--- config.mk ---
export PLATFORM = sky130hd
export DESIGN_NAME = pt_walker
export DESIGN_NICKNAME = d
export VERILOG_FILES = /design/src/rtl/ptw_pkg.sv /design/src/rtl/ptw_addr_gen.sv /design/src/rtl/ptw_entry_decode.sv /design/src/rtl/pt_walker.sv
export SDC_FILE = /design/constraint.sdc
export NUM_CORES = 1
export LEC_CHECK = 0
export ABC_AREA = 1
export BUFFER_PORTS_ARGS = -buffer_cell sky130_fd_sc_hd__buf_4
export CAP_MARGIN = 20
export CORE_AREA = 2 2 136 125
export CTS_CLUSTER_DIAMETER = 40
export CTS_CLUSTER_SIZE = 25
export DETAILED_ROUTE_END_ITERATION = 12
export DIE_AREA = 0 0 138 127
export GPL_TIMING_DRIVEN = 0
export REMOVE_ABC_BUFFERS = 1
export SYNTH_ARGS = -nofsm -noshare
export SYNTH_HDL_FRONTEND = slang
export SYNTH_SLANG_ARGS = --single-unit
--- constraint.sdc ---
create_clock -name clk -period 3 [get_ports clk]
set_clock_uncertainty 0.2 [all_clocks]
set_input_delay 0.3 -clock clk [delete_from_list [all_inputs] [get_ports clk]]
set_output_delay 0.3 -clock clk [all_outputs]
set_load 0.02 [all_outputs]
--- src/rtl/ptw_pkg.sv ---
package ptw_pkg;
    localparam int VA_W      = 32;
    localparam int PA_W      = 32;
    localparam int OFF_W     = 12;
    localparam int IDX_W     = 10;
    localparam int PFN_W     = PA_W - OFF_W;
    localparam int ENT_BYTES = 4;
    localparam int ENT_SHIFT = $clog2(ENT_BYTES);
    localparam int LO_W      = IDX_W + OFF_W;
    localparam int VLD_BIT   = 0;
    localparam int RES_BIT   = 1;

    typedef enum logic [2:0] {
        ST_IDLE, ST_L0_REQ, ST_L0_WAIT, ST_L1_REQ, ST_L1_WAIT, ST_RESP
    } walk_st_e;

    typedef enum logic [1:0] {
        FLT_NONE    = 2'd0,
        FLT_INVALID = 2'd1,
        FLT_PAGE    = 2'd2
    } fault_e;

    typedef struct packed {
        walk_st_e          st;
        logic [PA_W-1:0]   base;
        logic [LO_W-1:0]   va_lo;
        logic [PA_W-1:0]   maddr;
        logic [PA_W-1:0]   paddr;
        fault_e            flt;
    } walk_s;
endpackage

--- src/rtl/ptw_addr_gen.sv ---
module ptw_addr_gen #(
    parameter int TW = 32,
    parameter int IW = 10,
    parameter int SH = 2
) (
    input  logic [TW-1:0] tbase,
    input  logic [IW-1:0] idx,
    output logic [TW-1:0] eaddr
);
    localparam int PAD = TW - IW;
    assign eaddr = tbase + ({{PAD{1'b0}}, idx} << SH);
endmodule

--- src/rtl/ptw_entry_decode.sv ---
module ptw_entry_decode
    import ptw_pkg::*;
(
    input  logic [PA_W-1:0]  ent,
    output logic             vld,
    output logic             res,
    output logic [PFN_W-1:0] pfn
);
    logic unused_rsvd;
    assign vld         = ent[VLD_BIT];
    assign res         = ent[RES_BIT];
    assign pfn         = ent[PA_W-1:OFF_W];
    assign unused_rsvd = ^ent[OFF_W-1:RES_BIT+1];
endmodule

--- src/rtl/pt_walker.sv ---
module pt_walker
    import ptw_pkg::*;
#(
    parameter logic [31:0] BASE_RESET = 32'h0
) (
    input  logic        clk,
    input  logic        rst_n,
    input  logic        ctx_load,
    input  logic [31:0] ctx_base,
    input  logic        req_valid,
    output logic        req_ready,
    input  logic [31:0] req_vaddr,
    output logic        mem_req,
    output logic [31:0] mem_addr,
    input  logic        mem_rvalid,
    input  logic [31:0] mem_rdata,
    output logic        done,
    output logic [31:0] done_paddr,
    output logic [1:0]  done_fault
);
    walk_s d, q;

    logic [PA_W-1:0]  l0_addr, l1_addr;
    logic             ent_vld, ent_res;
    logic [PFN_W-1:0] ent_pfn;

    // first-level entry address from the current root and the incoming index
    ptw_addr_gen #(.TW(PA_W), .IW(IDX_W), .SH(ENT_SHIFT)) u_l0_addr (
        .tbase (q.base),
        .idx   (req_vaddr[VA_W-1 -: IDX_W]),
        .eaddr (l0_addr)
    );

    // second-level entry address from the returned table pointer
    ptw_addr_gen #(.TW(PA_W), .IW(IDX_W), .SH(ENT_SHIFT)) u_l1_addr (
        .tbase ({ent_pfn, {OFF_W{1'b0}}}),
        .idx   (q.va_lo[LO_W-1 -: IDX_W]),
        .eaddr (l1_addr)
    );

    ptw_entry_decode u_dec (
        .ent (mem_rdata),
        .vld (ent_vld),
        .res (ent_res),
        .pfn (ent_pfn)
    );

    always_comb begin
        d = q;
        if (ctx_load) begin
            d.base = ctx_base;
        end
        unique case (q.st)
            ST_IDLE: begin
                if (req_valid) begin
                    d.va_lo = req_vaddr[LO_W-1:0];
                    d.maddr = l0_addr;
                    d.st    = ST_L0_REQ;
                end
            end
            ST_L0_REQ: d.st = ST_L0_WAIT;
            ST_L0_WAIT: begin
                if (mem_rvalid) begin
                    if (!ent_vld) begin
                        d.flt   = FLT_INVALID;
                        d.paddr = '0;
                        d.st    = ST_RESP;
                    end else begin
                        d.maddr = l1_addr;
                        d.st    = ST_L1_REQ;
                    end
                end
            end
            ST_L1_REQ: d.st = ST_L1_WAIT;
            ST_L1_WAIT: begin
                if (mem_rvalid) begin
                    d.st = ST_RESP;
                    if (!ent_vld) begin
                        d.flt   = FLT_INVALID;
                        d.paddr = '0;
                    end else if (!ent_res) begin
                        d.flt   = FLT_PAGE;
                        d.paddr = '0;
                    end else begin
                        d.flt   = FLT_NONE;
                        d.paddr = {ent_pfn, q.va_lo[OFF_W-1:0]};
                    end
                end
            end
            ST_RESP: d.st = ST_IDLE;
            default: d.st = ST_IDLE;
        endcase
    end

    always_ff @(posedge clk) begin
        if (!rst_n) begin
            q.st    <= ST_IDLE;
            q.base  <= BASE_RESET;
            q.va_lo <= '0;
            q.maddr <= '0;
            q.paddr <= '0;
            q.flt   <= FLT_NONE;
        end else begin
            q <= d;
        end
    end

    assign req_ready  = (q.st == ST_IDLE);
    assign mem_req    = (q.st == ST_L0_REQ) || (q.st == ST_L1_REQ);
    assign mem_addr   = q.maddr;
    assign done       = (q.st == ST_RESP);
    assign done_paddr = q.paddr;
    assign done_fault = q.flt;
endmodule

==> flow_summary.toml <==
[timing]
maxSlewHeadroom_pct = 38.63
hold_slack_ns = 0.04805
finalHoldViolations = 0
tightestPinTransition_ns = 0.9195
slew_violations = 0
period_share_pct = 90.79
setup_viol = 0
fmax_mhz = 367.1
rsz0062_at_grt = "no"
min_period_ns = 2.724
fin_ws_ns = 0.2762

[setup_path]
cp.required_ns = 3.15
endpoint_kind = "flop"
cp_slowest_cell = "dfxtp_1"
max_stage_delay_ns = 0.55
startpoint_type = "flop"
crit_type = "flop to flop"
path_cells = "nand3_4, inv_6, nand2_2, nand2_1, nand2_1, nor2_2, o21ai_0, a21oi_1"
endpoint = "mem_addr[10]"
cp_num_cells = 8
path_max_fanout = 28
rr_startpoint = "q[121]"
worstRegToRegCells = 8
cp-startpoint = "q[121]"
crit_buf_inv = 1
crit_path_frequent_cell = "nand2_1"
rrSetupSlack_ns = 0.28
cpLargestDelayFamily = "simple AND/OR/NAND/NOR gates"
crit_arrival_ns = 2.87
r2r_end = "mem_addr[10]"

[cts]
numCtsBuffers = 17
clk_latency_ns = 0.42
clock_sinks = 123
cts_root_buf = "clkbuf_16"
htree_levels = 4
clk_pin_slew_worst_paths_ns = 0.06
clockBufferDepth = 2
cts_tree = "yes"

[final_layout]
antenna_cells = 0
nNetsFinal = 1177
final_common_cell = "nand2_1"
fin_area_mm2 = 0.008574
utilization_pct = 53.71
final_cell_mix = "189 x nand2_1, 160 x buf_4, 126 x a21oi_1"
drive_gt1_share_pct = 19.48
fin_cells = 1285
area.growth.synth_to_final_pct = 35.43

[run_status]
status = "finished, final reports clean"

[run]
cap_viol_max_count = 0

[yosys]
syn_inst = 920
synth_cell_types = 32
synth_area_leaders = "dfxtp_1 39%, nand2_1 11%, a21oi_1 10%, nand3_1 8.1%, buf_4 7.9%"
synth-seq-cells = 123
ys.warnings.count = 0
syn_area_mm2 = 0.006331
synth_top_area_share_pct = 38.89
ys_seq_area_share_pct = 38.89
synth_top_area_cell = "dfxtp_1"
synth.avg_cell_area_um2 = 6.882

[grt]
overflow = 0
grt_pass1_wl_um = 31480
track_usage_pct = 22.22
grt_max_degree = 55
grt_pass1_vias = 6157
grt_antenna_before_repair = 0

[drt]
vias_per_cell = 4.928
wire_per_inst_um = 14.99
first_iter_violations = 389
drc = 0
vias = 6332
dr.pass1.iters = 5
postRouteAntennaNets = 0
drt_wl_total_um = 19260

[power]
power_frac_comb_pct = 33.6
p_leak_uw = 0.003762
vdd_drop_max_mv = 0.4726
swShare_pct = 36.99
cellPowerDensity_mw_per_mm2 = 756.7
p_switching_uw = 2400
p_seq_share_pct = 31.8
power.internal_uw = 4088
p_clk_share_pct = 34.6

[floorplanning]
die_h_um = 127
coreArea_mm2 = 0.01597
die_w_um = 138
die_area_mm2 = 0.01753
start_util_pct = 39.66
pin_count = 170
rows = 44

[place]
hpwl_um = 12460
placed_cell_area_mm2 = 0.007101
dp.cells = 1174
portBuffers = 159
gp_congestion = 0.8461
pre_cts_slack_ns = -0.9280

[hold_path]
holdPathStages = 3
hold_path_class = "input port to flop"
==> worst min-delay path by stage <==
stage | startpoint | endpoint | slack [ns]
floorplan | ctx_base[21] | q[109] | 0.23
global placement | q[67] | q[67] | 0.25
detailed placement | q[75] | q[75] | 0.25
CTS | ctx_base[22] | q[110] | 0.02
global route | ctx_base[22] | q[110] | 0.09
finish | ctx_base[22] | q[110] | 0.05
==> state kept, by name (all words and copies together) (netlist names) <==
register and count:
q 57, done_paddr 32, done_fault 2, mem_addr 32
==> cells by family after synthesis <==
group	synth area share [%]
AO/OA/AOI/OAI	15.83
buffers and inverters	14.41
flip-flops	38.89
adder cells (fa/ha/maj)	2.293
XOR/XNOR	0.4151
AND/OR/NAND/NOR	28.16
==> layer usage <==
layer | vias up | global-route usage (%) | share of wire, %
li1 | 3277 | - | -
met1 | 2876 | 30.54 | 49
met2 | 163 | 34.80 | 45
met3 | 16 | 5.997 | 5.3
met4 | 0 | 5.762 | 1.2
met5 | - | 0 | 0
==> repair_timing <==
action | CTS | global route
pin swaps | 2 | 0
hold buffers | 74 | 0
buffers inserted | 1 | 0
gates cloned | 2 | 0
gates resized for setup | 3 | 1
hold endpoints to repair | 85 | 0
endpoints found under the setup margin | 66 | 22
==> stage by stage <==
| stage | total power (uW) | TNS [ns] |
|---|---|---|
| floorplan | 3264 | 0 |
| global placement | 4091 | -27.90 |
| detailed placement | 4099 | -26.93 |
| CTS | 6540 | 0 |
| global route | 6869 | 0 |
| finish | 6488 | 0 |
==> area by class of cell <==
class | instances | area [um^2]
Clock buffer | 18 | 439.2
Clock inverter | 14 | 207.7
Fill cell | 1603 | 7391
Inverter | 55 | 214.0
Multi-Input combinational cell | 631 | 2983
Sequential cell | 123 | 2462
Tap cell | 207 | 259.0
Timing Repair Buffer | 237 | 2009
==> worst min-delay path, stage by stage <==
cell and delay [ns]:
buf_4 0.08, o21ai_0 0.11, a21oi_1 0.13
==> Yosys cell counts, drive strengths merged <==
master / count
a21boi: 1
nand3: 105
a211oi: 1
o21ai: 63
or2: 4
nor2: 95
ha: 10
fa: 1
nor3: 7
a31oi: 3
and2: 2
clkinv: 1
buf: 83
nand4: 11
a21o: 2
nand3b: 3
xor2: 3
inv: 54
a21oi: 126
o21bai: 1
dfxtp: 123
nand2: 191
clkbuf: 30
==> power by group through the flow <==
stage	logic, uW	clock network, uW	registers [uW]
floorplan	1030	0	2230
global placement	2010	0	2080
detailed placement	2020	0	2080
CTS	2190	2290	2060
global route	2420	2360	2090
finish	2180	2240	2060
Power figures use the tool's default switching activity.
